File: config.mk
export PLATFORM = sky130hd
export DESIGN_NAME = mmu_perm_check
export DESIGN_NICKNAME = d
export VERILOG_FILES = /design/src/rtl/mmu_perm_pkg.sv /design/src/rtl/mmu_perm_ctrl.sv /design/src/rtl/mmu_perm_dp.sv /design/src/rtl/mmu_perm_check.sv
export SDC_FILE = /design/constraint.sdc
export NUM_CORES = 1
export LEC_CHECK = 0
export BUFFER_PORTS_ARGS = -buffer_cell sky130_fd_sc_hd__clkbuf_2
export CAP_MARGIN = 20
export CORE_ASPECT_RATIO = 0.75
export CORE_MARGIN = 2
export CORE_UTILIZATION = 35
export CTS_BUF_LIST = sky130_fd_sc_hd__clkbuf_8
export CTS_CLUSTER_DIAMETER = 40
export DETAILED_ROUTE_END_ITERATION = 12
export GPL_ROUTABILITY_DRIVEN = 0
export GPL_TIMING_DRIVEN = 0
export MAX_ROUTING_LAYER = met4
export PLACE_DENSITY = 0.62
export SETUP_SLACK_MARGIN = 0.15
export SLEW_MARGIN = 5
export SYNTH_ARGS = -nofsm -noshare
export SYNTH_HDL_FRONTEND = slang
export SYNTH_HIERARCHICAL = 1
export SYNTH_SLANG_ARGS = --single-unit
File: constraint.sdc
create_clock -name clk -period 1.4 [get_ports clk]
set_input_delay 0 -clock clk [delete_from_list [all_inputs] [get_ports clk]]
set_output_delay 0 -clock clk [all_outputs]
set_load 0.05 [all_outputs]
File: src/rtl/mmu_perm_pkg.sv
package mmu_perm_pkg;

  typedef enum logic [1:0] {
    KIND_FETCH = 2'b00,
    KIND_READ  = 2'b01,
    KIND_WRITE = 2'b10,
    KIND_RSVD  = 2'b11
  } accKind_e;

  typedef enum logic [1:0] {
    SIZE_BYTE = 2'b00,
    SIZE_WORD = 2'b01,
    SIZE_LONG = 2'b10,
    SIZE_RSVD = 2'b11
  } accSize_e;

  localparam int CODE_W = 12;

  localparam logic [CODE_W-1:0] CODE_PAGE_WR = 12'h080;
  localparam logic [CODE_W-1:0] CODE_PROT_RD = 12'h0A0;
  localparam logic [CODE_W-1:0] CODE_PROT_WR = 12'h0C0;
  localparam logic [CODE_W-1:0] CODE_ALGN_RD = 12'h0E0;
  localparam logic [CODE_W-1:0] CODE_ALGN_WR = 12'h100;

  // strobes from control to datapath
  typedef struct packed {
    logic capture;    // a hit access is being judged
    logic addrErr;    // address error wins
    logic protErr;    // protection violation wins
    logic pageWrErr;  // initial page write wins
    logic isWrite;    // the access is a store
  } chkStrobe_t;

endpackage

File: src/rtl/mmu_perm_ctrl.sv
module mmu_perm_ctrl
  import mmu_perm_pkg::*;
(
  input  logic       clk,
  input  logic       rst_n,
  input  logic [1:0] addrLow,
  input  logic       addrTop,
  input  logic [1:0] accKind,
  input  logic [1:0] accSize,
  input  logic       privMode,
  input  logic       tlbHit,
  input  logic [1:0] protBits,
  input  logic       dirtyBit,
  output chkStrobe_t strb
);

  logic isWrite;
  logic isFetch;
  logic misAlign;
  logic userHigh;
  logic rawAddrErr;
  logic readOk;
  logic writeOk;
  logic rawProtErr;
  logic rawPageWr;

  always_comb begin
    isWrite = (accKind == KIND_WRITE);
    isFetch = (accKind == KIND_FETCH);

    if (isFetch) begin
      misAlign = addrLow[0];
    end else begin
      unique case (accSize)
        SIZE_BYTE: misAlign = 1'b0;
        SIZE_WORD: misAlign = addrLow[0];
        default:   misAlign = (addrLow != 2'b00);
      endcase
    end

    userHigh   = !privMode && addrTop;
    rawAddrErr = misAlign || userHigh;

    // protection field decode: bit1 = user may read, bit0 = writable
    readOk  = privMode || protBits[1];
    writeOk = privMode ? protBits[0] : (protBits == 2'b11);

    rawProtErr = isWrite ? !writeOk : !readOk;
    rawPageWr  = isWrite && !dirtyBit;
  end

  // fixed priority: address error, protection, initial page write
  always_comb begin
    strb.capture   = tlbHit;
    strb.isWrite   = isWrite;
    strb.addrErr   = tlbHit && rawAddrErr;
    strb.protErr   = tlbHit && !rawAddrErr && rawProtErr;
    strb.pageWrErr = tlbHit && !rawAddrErr && !rawProtErr && rawPageWr;
  end

  AST_ONE_CAUSE: assert property (@(posedge clk) disable iff (!rst_n)
    $onehot0({strb.addrErr, strb.protErr, strb.pageWrErr}));

  AST_USER_HIGH_ERR: assert property (@(posedge clk) disable iff (!rst_n)
    (tlbHit && !privMode && addrTop) |-> strb.addrErr);

  AST_BYTE_ALIGNED: assert property (@(posedge clk) disable iff (!rst_n)
    (tlbHit && privMode && accKind != KIND_FETCH && accSize == SIZE_BYTE)
      |-> !strb.addrErr);

endmodule

File: src/rtl/mmu_perm_dp.sv
module mmu_perm_dp
  import mmu_perm_pkg::*;
#(
  parameter int ADDR_W = 32,
  parameter int WAY_W  = 2
) (
  input  logic              clk,
  input  logic              rst_n,
  input  chkStrobe_t        strb,
  input  logic [ADDR_W-1:0] vaddr,
  input  logic [WAY_W-1:0]  hitWay,
  output logic              excValid,
  output logic [CODE_W-1:0] excCode,
  output logic [ADDR_W-1:0] excAddr,
  output logic [WAY_W-1:0]  excWay
);

  logic              anyErr;
  logic [CODE_W-1:0] nextCode;

  always_comb begin
    anyErr = strb.addrErr || strb.protErr || strb.pageWrErr;
    if (strb.addrErr)      nextCode = strb.isWrite ? CODE_ALGN_WR : CODE_ALGN_RD;
    else if (strb.protErr) nextCode = strb.isWrite ? CODE_PROT_WR : CODE_PROT_RD;
    else                   nextCode = CODE_PAGE_WR;
  end

  always_ff @(posedge clk or negedge rst_n) begin
    if (!rst_n) begin
      excValid <= 1'b0;
      excCode  <= '0;
      excAddr  <= '0;
      excWay   <= '0;
    end else begin
      excValid <= anyErr;
      if (anyErr) begin
        excCode <= nextCode;
        excAddr <= vaddr;
        excWay  <= hitWay;
      end
    end
  end

  AST_NO_EXC_ON_MISS: assert property (@(posedge clk) disable iff (!rst_n)
    !strb.capture |=> !excValid);

  AST_CODE_LEGAL: assert property (@(posedge clk) disable iff (!rst_n)
    excValid |-> (excCode == CODE_PAGE_WR || excCode == CODE_PROT_RD ||
                  excCode == CODE_PROT_WR || excCode == CODE_ALGN_RD ||
                  excCode == CODE_ALGN_WR));

  AST_WRITE_CODE: assert property (@(posedge clk) disable iff (!rst_n)
    (strb.isWrite && (strb.protErr || strb.addrErr))
      |=> (excCode == CODE_PROT_WR || excCode == CODE_ALGN_WR));

  AST_ADDR_TRACK: assert property (@(posedge clk) disable iff (!rst_n)
    (strb.addrErr || strb.protErr || strb.pageWrErr)
      |=> (excValid && excAddr == $past(vaddr) && excWay == $past(hitWay)));

endmodule

File: src/rtl/mmu_perm_check.sv
module mmu_perm_check
  import mmu_perm_pkg::*;
#(
  parameter int ADDR_W = 32,
  parameter int WAY_W  = 2
) (
  input  logic              clk,
  input  logic              rst_n,
  input  logic [ADDR_W-1:0] vaddr,
  input  logic [1:0]        accKind,
  input  logic [1:0]        accSize,
  input  logic              privMode,
  input  logic              tlbHit,
  input  logic [1:0]        protBits,
  input  logic              dirtyBit,
  input  logic [WAY_W-1:0]  hitWay,
  output logic              excValid,
  output logic [CODE_W-1:0] excCode,
  output logic [ADDR_W-1:0] excAddr,
  output logic [WAY_W-1:0]  excWay
);

  localparam int TOP_BIT = ADDR_W - 1;

  chkStrobe_t strb;

  mmu_perm_ctrl u_ctrl (
    .clk      (clk),
    .rst_n    (rst_n),
    .addrLow  (vaddr[1:0]),
    .addrTop  (vaddr[TOP_BIT]),
    .accKind  (accKind),
    .accSize  (accSize),
    .privMode (privMode),
    .tlbHit   (tlbHit),
    .protBits (protBits),
    .dirtyBit (dirtyBit),
    .strb     (strb)
  );

  mmu_perm_dp #(
    .ADDR_W (ADDR_W),
    .WAY_W  (WAY_W)
  ) u_dp (
    .clk      (clk),
    .rst_n    (rst_n),
    .strb     (strb),
    .vaddr    (vaddr),
    .hitWay   (hitWay),
    .excValid (excValid),
    .excCode  (excCode),
    .excAddr  (excAddr),
    .excWay   (excWay)
  );

endmodule

==> After elaboration in Yosys (flattened, before gate mapping) <==
Cells that the tools add are included.
{ "totals": {"mem_bits_rw": 0, "memories": 0, "output_inout_bits": 47, "latch_bits": 0, "regBits": 47, "wordCells": 35, "romBits": 0} }
{ "classes": {"n_mul": 0, "n_eq_ne": 3, "magnitude_cmp": 0, "shift": 0, "mux": 8, "n_bitwise": 0, "addsub": 0, "n_reduce_logical": 20, "n_div": 0} }
{ "op_table": {"columns": ["operator", "n"], "rows": [
  ["two-way mux 12 bit", 2],
  ["two-way mux 9 bit", 1],
  ["logical AND 1 bit", 7],
  ["two-way mux 7 bit", 1],
  ["logical NOT 1 bit", 6],
  ["== test 2 bit (second input constant)", 2],
  ["logical NOT 2 bit", 2],
  ["logical OR 1 bit", 4],
  ["two-way mux 1 bit", 3],
  ["== test 2 x 1 -> 1 bit (second input constant)", 1],
  ["one-hot mux 1 bit (2 select lines)", 1],
  ["nonzero test 2 bit", 1]
]} }

==> Depth between registers and ports, before layout <==
Gate-level depths: netlist (run 1).
{ "depth": {"ltp_word": 9, "mapped_depth": 7, "mapped_depth_nobuf": 5} }

==> Hierarchy <==
Netlist (run 1), hierarchy kept.
{ "modules_own_cells": {"columns": ["mod", "n_inst", "cells_each", "area_per_inst_um2"], "rows": [
  ["mmu_perm_dp", 1, 98, 1670.4],
  ["mmu_perm_ctrl", 1, 16, 108.9]
]} }

==> Worst setup path after synthesis (run 1) <==
OpenSTA, ideal clock, no wires.
{ "synth_timing": {"kind": "input-to-reg", "from": "in accSize[1]", "to": "reg u_dp.excAddr[0]", "slack_ps": -241, "n_path_buf": 2, "required_ps": 1275, "t_arrival_ps": 1516, "cell_stages": 6, "setup_time_ps": 125, "path_cell_list": "o31a_1 -> o21a_1 -> or3_1 -> buf_6 -> buf_12 -> mux2_4"} }
{ "synth_rtl": {"columns": ["element", "line_no", "text"], "rows": [
  ["start: declaration", "mmu_perm_check.sv:11", "input logic [1:0] accSize,"],
  ["end signal: assignment", "mmu_perm_dp.sv:38", "excAddr <= vaddr;"],
  ["end: declaration", "mmu_perm_dp.sv:14", "output logic [ADDR_W-1:0] excAddr,"]
]} }

==> impl_metrics.yaml, run 1 <==
status:
  outcome: "complete, but fails checks"
  violations: "setup timing"
worst_setup_path:
  r2r-end: "u_dp/excCode[6]"
  cp.arrival_ns: 1.68
  crit_fanout: 5
  worstPathRequired_ns: 1.57
  setup.worst_path.start_class: "primary input"
  reg2reg_setup_slack_ns: 0.30
  rr_startpoint: "u_dp/excCode[6]"
  critPathKind: "primary input to flop"
  endpoint_kind: "flop"
  rr_worst_depth: 2
detailed_routing:
  wire_per_inst_um: 13.25
  m1WireLength_mm: 1.876
  wl_met3_um: 235
  viasPerCell: 4.356
  vias: 1407
  routed.top_layer: "met4"
  wl_mm: 4.280
  drc: 0
  wl_met2_mm: 2.154
  drt_pass1_iterations: 4
  drt_first_iter_violations: 8
  antenna_left: 0
clock_network:
  clkSinkCount: 39
  clk_latency_ns: 0.29
  clockRootBuffer: "clkbuf_8"
  cts_tree: "built"
  cts_buffers: 5
  htree_num_levels: 2
  cts_buffer_depth: 2
  clkTransAtPathRegs_ns: 0.07
timing:
  maxSlewViolCount: 0
  fin_crit_ns: 1.515
  slew_headroom_pct: 62.81
  fin_crit_sh_pct: 108.2
  hold_viol: 0
  rsz0062_at_grt: "true"
  worst_pin_slew_ns: 0.5578
  setup_viol: 38
  setup_slack_ns: -0.1155
  hold_ws_ns: 0.1825
  fmax_mhz: 659.9
  clock_skew_ns: 0
logic_synthesis:
  yosys_warnings: 6
  synth_cells: 113
  syn-cell-area_sq_um: 1772
  syn_avg_cell_area_sq_um: 15.68
cells_and_area:
  seq_area_sq_um: 978.4
  layout-drive-gt1-share_pct: 64.26
  area_growth_pct: 75.56
  n_antenna_cell: 0
  multi_input_area_sq_um: 747.0
  nets: 307
  final_util_pct: 63.84
  fillers: 374
  post-route-cell-area_sq_um: 3110
placed_design:
  dpl_cell_area_sq_um: 2291
  dp_hpwl_mm: 2.507
  io_buffers: 83
global_route:
  grt_max_degree: 40
  grt_pass1_vias: 1360
  grt_first_pass_wirelength_mm: 6.430
  antenna_found_initial: 0
  grt-ovfl-total: 0
  track_usage_pct: 15.41
min_path:
  min_to: "u_dp/excCode[6]"
  hold_path_class: "primary input to flop"
  whs_path_depth: 5
  min-delay-start: "tlbHit"
job:
  drv_cap: 0
power:
  vdd_drop_max_mv: 0.7160
  power.density_nw_per_um2: 1333
  p_leak_nw: 1.598
  finalPower_mw: 4.146
floorplanning:
  die_w_um: 86.16
  start_util_pct: 36.36
  std_cell_rows: 22
  io_pins: 92
  design.die.area_sq_um: 5653
  die_h_um: 65.62
  core_area_sq_um: 4872
## critical path, stage by stage
cell and delay, ns:
buf_8 0.08, nor2_4 0.04, o31a_1 0.31, o21a_2 0.22
or3_4 0.42, clkbuf_16 0.19, buf_16 0.14, mux2_4 0.29
## state kept, by name, summed over array words and instances, names as in the netlist
name	count
u_dp/excAddr	32
u_dp/excCode	4
u_dp/excValid	1
u_dp/excWay	2
## placed cells by master (no fill, tap or decap), drive strengths merged, types with 2 or more instances in the layout
master and instances:
clkbuf 88, dfrtp 39, dlygate4sd3 35, mux2 34
buf 30, conb 8, inv 3, nor2 3
or4b 3, nand2 2, nor3 2, o21ai 2
clkinv 2, o21a 2
## through the flow
step | std cells | setup TNS (ns) | worst slack [ns]
finish | 323 | -3.268 | -0.1155
global route | 323 | -4.280 | -0.1513
CTS | 314 | -0.9773 | -0.04152
detailed placement | 263 | -17.46 | -0.5136
global placement | 263 | -15.00 | -0.4493
floorplan | 120 | -4.735 | -0.1632
## timing repair
item / in CTS / in global routing
setup endpoints to repair: 38 / 39
endpoints found under the hold margin: 73 / 0
gates cloned: 2 / 2
gates resized for setup: 11 / 23
hold buffers: 35 / 0
buffers inserted: 6 / 6
pin swaps: 2 / 5
## worst max-delay path by stage
stage	cells after the start	end	slack (ns)	startpoint
global route	8	u_dp/excAddr[20]	-0.15	accKind[1]
detailed placement	8	u_dp/excAddr[12]	-0.51	accKind[0]
floorplan	6	u_dp/excAddr[0]	-0.16	accSize[1]
CTS	8	u_dp/excAddr[3]	-0.04	accKind[0]
finish	8	u_dp/excAddr[16]	-0.12	accKind[0]
global placement	8	u_dp/excAddr[5]	-0.45	accKind[0]
## layout make-up
| class | count | share of cell area (%) |
|---|---|---|
| buffer | 13 | 4.747 |
| sequential | 39 | 31.46 |
| timing repair buffer | 135 | 33.39 |
| clock buffer | 5 | 2.212 |
| tap | 60 | 2.414 |
| clock inverter | 3 | 1.408 |
| multi-input combinational | 65 | 24.01 |
| inverter | 3 | 0.3620 |
## layer usage
metal  global-route usage (%)  vias to the layer above
met1                    18.49                      675
met5                        -                        -
met4                    5.357                        0
met2                    25.87                       52
met3                    3.392                        2
li1                         -                      678
## where the power goes
group	total, mW	switching [mW]	leakage, nW	internal [mW]
Combinational	1.79	1.09	1.08	0.708
Sequential	1.43	0.109	0.455	1.33
Clock	0.917	0.386	0.0581	0.530
Total	4.15	1.58	1.60	2.56
No activity file was read; power rests on OpenSTA's default activity.
==> inputs of run 2 (changes only) <==
Settings changed: PLACE_DENSITY 0.62 to not set, PLACE_DENSITY_LB_ADDON set to 0.05.
==> run 2 against run 1 <==
Against the previous run:
- the flow still finishes with violations (setup timing)
- clock skew is the same
- routed wire length shrank 4.8%
- non-clock buffer count shrank 8
- core utilization shrank 3.2 points
==> impl_metrics.yaml, run 2 (synthesis results as in run 1) <==
cells_and_area:
  largest_reg_flops: 32
  final_util_pct: 60.68
  fillers: 388
  layout_commonest_cell: "clkbuf_2"
  multi_input_area_sq_um: 738.2
  top_register: "u_dp/excAddr"
  layout-drive-gt1-share_pct: 63.14
  n_antenna_cell: 0
  seq_area_sq_um: 978.4
  nets: 299
  area_growth_pct: 66.88
  biggestRegsByFlops: "u_dp/excAddr x32, u_dp/excCode x4, u_dp/excWay x2"
  final_cell_mix: "clkbuf_2 (80), dfrtp_1 (37), dlygate4sd3_1 (35)"
floorplanning:
  io_pins: 92
  die_w_um: 86.16
  std_cell_rows: 22
  start_util_pct: 36.36
  core_area_sq_um: 4872
  design.die.area_sq_um: 5653
  die_h_um: 65.62
clock_network:
  clkTransAtPathRegs_ns: 0.07
  clk_latency_ns: 0.27
  cts_buffers: 5
  clockRootBuffer: "clkbuf_8"
  cts_buffer_depth: 2
  cts_tree: "built"
  htree_num_levels: 2
  clkSinkCount: 39
timing:
  fin_crit_sh_pct: 105.1
  setup_slack_ns: -0.07192
  slew_headroom_pct: 61.16
  hold_viol: 0
  rsz0062_at_grt: "true"
  fin_crit_ns: 1.472
  maxSlewViolCount: 0
  worst_pin_slew_ns: 0.5826
  fmax_mhz: 679.4
  clock_skew_ns: 0
  setup_viol: 33
worst_setup_path:
  rr_worst_depth: 2
  r2r-end: "u_dp/excCode[6]"
  critPathKind: "primary input to flop"
  endpoint_kind: "flop"
  worstPathRequired_ns: 1.56
  setup.worst_path.start_class: "primary input"
  rr_startpoint: "u_dp/excCode[6]"
  crit_fanout: 8
  worstSetupStartpoint: "accSize[1]"
  cp.arrival_ns: 1.63
  reg2reg_setup_slack_ns: 0.31
power:
  power.density_nw_per_um2: 1329
  finalPower_mw: 3.929
  vdd_drop_max_mv: 0.6792
  p_leak_nw: 1.522
global_route:
  grt_max_degree: 40
  grt-ovfl-total: 0
  grt_pass1_vias: 1482
  antenna_found_initial: 0
  track_usage_pct: 15.74
  grt_first_pass_wirelength_mm: 6.706
detailed_routing:
  vias: 1358
  drc: 0
  viasPerCell: 4.311
  wl_mm: 4.075
  wire_per_inst_um: 12.94
  antenna_left: 0
  drt_first_iter_violations: 34
  drt_pass1_iterations: 4
min_path:
  hold_path_class: "primary input to flop"
  min_to: "u_dp/excCode[6]"
  min-delay-start: "tlbHit"
  whs_path_depth: 5
placed_design:
  dp_hpwl_mm: 2.590
  io_buffers: 83
  pre_cts_slack_ns: -0.4666
status:
  violations: "setup timing"
  outcome: "complete, but fails checks"
job:
  drv_cap: 0
[run 2: cell count changes in the layout (fill, tap and decap cells not counted), moves of 2 or more]
cell | before | now
buf_8 | 4 | 1
mux2_2 | 0 | 2
clkbuf_8 | 5 | 7
buf_6 | 4 | 2
mux2_4 | 34 | 32
buf_16 | 3 | 1
[run 2: final cells by class]
class                      count  area share [%]
tap                           60           2.539
clock inverter                 1          0.1270
sequential                    39           33.09
inverter                       3          0.3809
timing repair buffer         127           30.64
multi-input combinational     65           24.97
buffer                        13           4.994
clock buffer                   7           3.259
[run 2: per-layer routing]
layer	wire, um	vias up	global-route usage [%]	part of all wire (%)
li1	-	660	-	-
met2	2070	48	27.42	51
met1	1800	648	18.61	44
met5	0	-	-	0
met4	18	0	3.571	0.44
met3	186	2	3.769	4.6
[run 2: power by group]
group,leakage [nW],internal [mW],switching (mW)
clock,0.0557,0.442,0.353
combinational,1.01,0.640,1.06
sequential,0.455,1.33,0.107
[run 2: worst max-delay path, stage by stage]
cell	delay, ns
buf_6	0.09
o31a_1	0.35
o21a_2	0.24
or3_4	0.34
buf_12	0.16
clkbuf_16	0.16
mux2_4	0.29
[run 2: what timing repair did]
item	4_1_cts	5_1_grt
pin swaps	1	1
hold buffers	35	0
gates cloned	0	1
resized for setup	11	13
endpoints found under the setup margin	38	38
buffers inserted	7	0
hold endpoints to repair	73	0
[run 2: how the worst max path moves through the flow]
stage | end
global route | u_dp/excAddr[15]
finish | u_dp/excAddr[0]
CTS | u_dp/excAddr[4]
global placement | u_dp/excAddr[6]
floorplan | u_dp/excAddr[0]
detailed placement | u_dp/excAddr[4]
[run 2: per-stage QoR]
step | TNS, ns | cells | area (sq um) | hold WS (ns)
2_1_floorplan | -4.735 | 120 | 1800 | -0.2956
3_3_place_gp | -14.25 | 263 | 2291 | 0.1884
3_5_place_dp | -15.44 | 263 | 2291 | 0.2069
4_1_cts | -0.7138 | 313 | 2851 | 0.2105
5_1_grt | -2.555 | 315 | 2957 | 0.2323
6_report | -1.754 | 315 | 2957 | 0.2066
==> inputs of run 3 (changes only) <==
Settings changed: SKIP_CTS_REPAIR_TIMING set to 1.
==> run 3 against run 2 <==
Against the previous run:
- the flow still finishes with violations (setup timing)
- via count did not move
- sequential share of layout area is 0.19 points lower
- setup slack worse by 0.049 ns
- power increased by 0.44%
- final cell count is 0.32% higher
- combinational power is essentially flat
- global-route usage fell by 2.0 points
- register-to-register slack about the same
- fmax decreased by 3.2%
- clock-buffer cell count stayed put
- non-clock buffer count grew 1
- cell area is 0.59% higher
- critical path type unchanged
==> impl_metrics.yaml, run 3 (synthesis results as in run 1) <==
worst_setup_path:
  setup.worst_path.start_class: "primary input"
  endpoint_kind: "flop"
  cp.arrival_ns: 1.68
  crit_chain: "buf_8 -> nor2_4 -> o31a_1 -> o21a_2 -> or3_4 -> buf_12 -> clkbuf_16 -> mux2_4"
  crit_fanout: 8
  rr_worst_depth: 2
  worstPathRequired_ns: 1.56
  critPathKind: "primary input to flop"
  cp_slowest_cell: "or3_4"
  max_stage_delay_ns: 0.39
power:
  power.density_nw_per_um2: 1327
  p_sw_share_pct: 38.71
  power_frac_seq_pct: 36.3
  p_int_mw: 2.418
  pwr-share-comb_pct: 43.5
  vdd_drop_max_mv: 0.6789
  finalPower_mw: 3.946
  power.switching_mw: 1.528
  p_leak_nw: 1.535
  clkPwrFrac_pct: 20.2
timing:
  clock_skew_ns: 0
  setup_tns_ns: -3.383
  fin_crit_sh_pct: 108.6
  slew_headroom_pct: 59.50
  setup_slack_ns: -0.1205
  maxSlewViolCount: 0
  hold_viol: 0
  setup_viol: 34
  fin_crit_ns: 1.520
  worst_pin_slew_ns: 0.6075
  fmax_mhz: 657.7
  hold_ws_ns: 0.1432
  rsz0062_at_grt: "true"
cells_and_area:
  top_register: "u_dp/excAddr"
  nets: 300
  layout-drive-gt1-share_pct: 62.89
  fin_cells: 316
  multi_input_area_sq_um: 738.2
  seq_area_sq_um: 978.4
  final_cell_mix: "clkbuf_2 (81), dfrtp_1 (37), dlygate4sd3_1 (35)"
  largest_reg_flops: 32
  layout_commonest_cell: "clkbuf_2"
  biggestRegsByFlops: "u_dp/excAddr x32, u_dp/excCode x4, u_dp/excWay x2"
  fillers: 397
  n_antenna_cell: 0
  area_growth_pct: 67.87
  final_util_pct: 61.04
status:
  outcome: "complete, but fails checks"
  violations: "setup timing"
global_route:
  grt_max_degree: 40
  grt_pass1_vias: 1212
  antenna_found_initial: 0
  track_usage_pct: 13.78
  grt-ovfl-total: 0
  grt_first_pass_wirelength_mm: 5.865
floorplanning:
  start_util_pct: 36.36
  core_area_sq_um: 4872
  design.die.area_sq_um: 5653
  std_cell_rows: 22
  io_pins: 92
  die_h_um: 65.62
  die_w_um: 86.16
placed_design:
  io_buffers: 83
  dp_hpwl_mm: 2.590
  place_inst: 263
detailed_routing:
  vias: 1358
  wl_mm: 4.121
  drt_first_iter_violations: 16
  antenna_left: 0
  viasPerCell: 4.297
  drt_pass1_iterations: 4
  wire_per_inst_um: 13.04
  drc: 0
min_path:
  whs_path_depth: 4
  hold_path_class: "primary input to flop"
clock_network:
  cts_buffers: 5
  htree_num_levels: 2
  cts_tree: "built"
  clockRootBuffer: "clkbuf_8"
  clkSinkCount: 39
  clk_latency_ns: 0.27
  clkTransAtPathRegs_ns: 0.07
  cts_buffer_depth: 2
job:
  drv_cap: 0
[run 3: changes by cell type in the layout (fill, tap and decap cells not counted), sizes merged]
cell    before  now
buf         24   23
clkbuf      88   90
[run 3: stage by stage]
stage                     cell area (sq um)  setup WS (ns)
after floorplan                        1800        -0.1632
after global placement                 2291        -0.4280
after detailed placement               2291        -0.4666
after CTS                              2391        -0.1700
after global routing                   2974        -0.1396
final                                  2974        -0.1205
[run 3: cell type report]
class | count | share of cell area [%]
buffer | 13 | 4.964
sequential | 39 | 32.90
clock buffer | 7 | 3.239
tap | 60 | 2.524
inverter | 3 | 0.3786
timing repair buffer | 128 | 31.05
clock inverter | 1 | 0.1262
multi-input combinational | 65 | 24.82
[run 3: worst paths after layout]
path	start	end	slack (ns)
worst max-delay path	accKind[0]	u_dp/excAddr[0]	-0.12
worst min-delay path	accKind[0]	u_dp/excCode[5]	0.14
worst max register to register	u_dp/excCode[6]	u_dp/excCode[6]	0.30
worst min register to register	u_dp/excCode[7]	u_dp/excCode[7]	0.51
max in group asynchronous	rst_n	u_dp/excAddr[15]	0.64
min in group asynchronous	rst_n	u_dp/excCode[7]	0.26
[run 3: worst max-delay path, delay by kind of cell]
kind                   cells  cell delay (ns)
AND/OR/NAND/NOR            2             0.43
buffers and inverters      3             0.41
AO/OA/AOI/OAI              2             0.54
multiplexers               1             0.30
[run 3: power groups by stage]
stage | logic (mW) | registers [mW] | clock network [mW]
2_1_floorplan | 0.467 | 2.15 | 0
3_3_place_gp | 1.52 | 1.44 | 0
3_5_place_dp | 1.52 | 1.45 | 0
4_1_cts | 1.53 | 1.43 | 0.827
5_1_grt | 1.79 | 1.46 | 0.910
6_report | 1.72 | 1.43 | 0.797
[run 3: per-layer routing]
metal  GRT usage (%)  vias to the layer above  part of all wire (%)
li1                -                      661                     -
met1           17.97                      647                    46
met2           21.12                       48                    49
met3           4.146                        2                   4.8
met4           3.571                        0                  0.44
met5               -                        -                     0
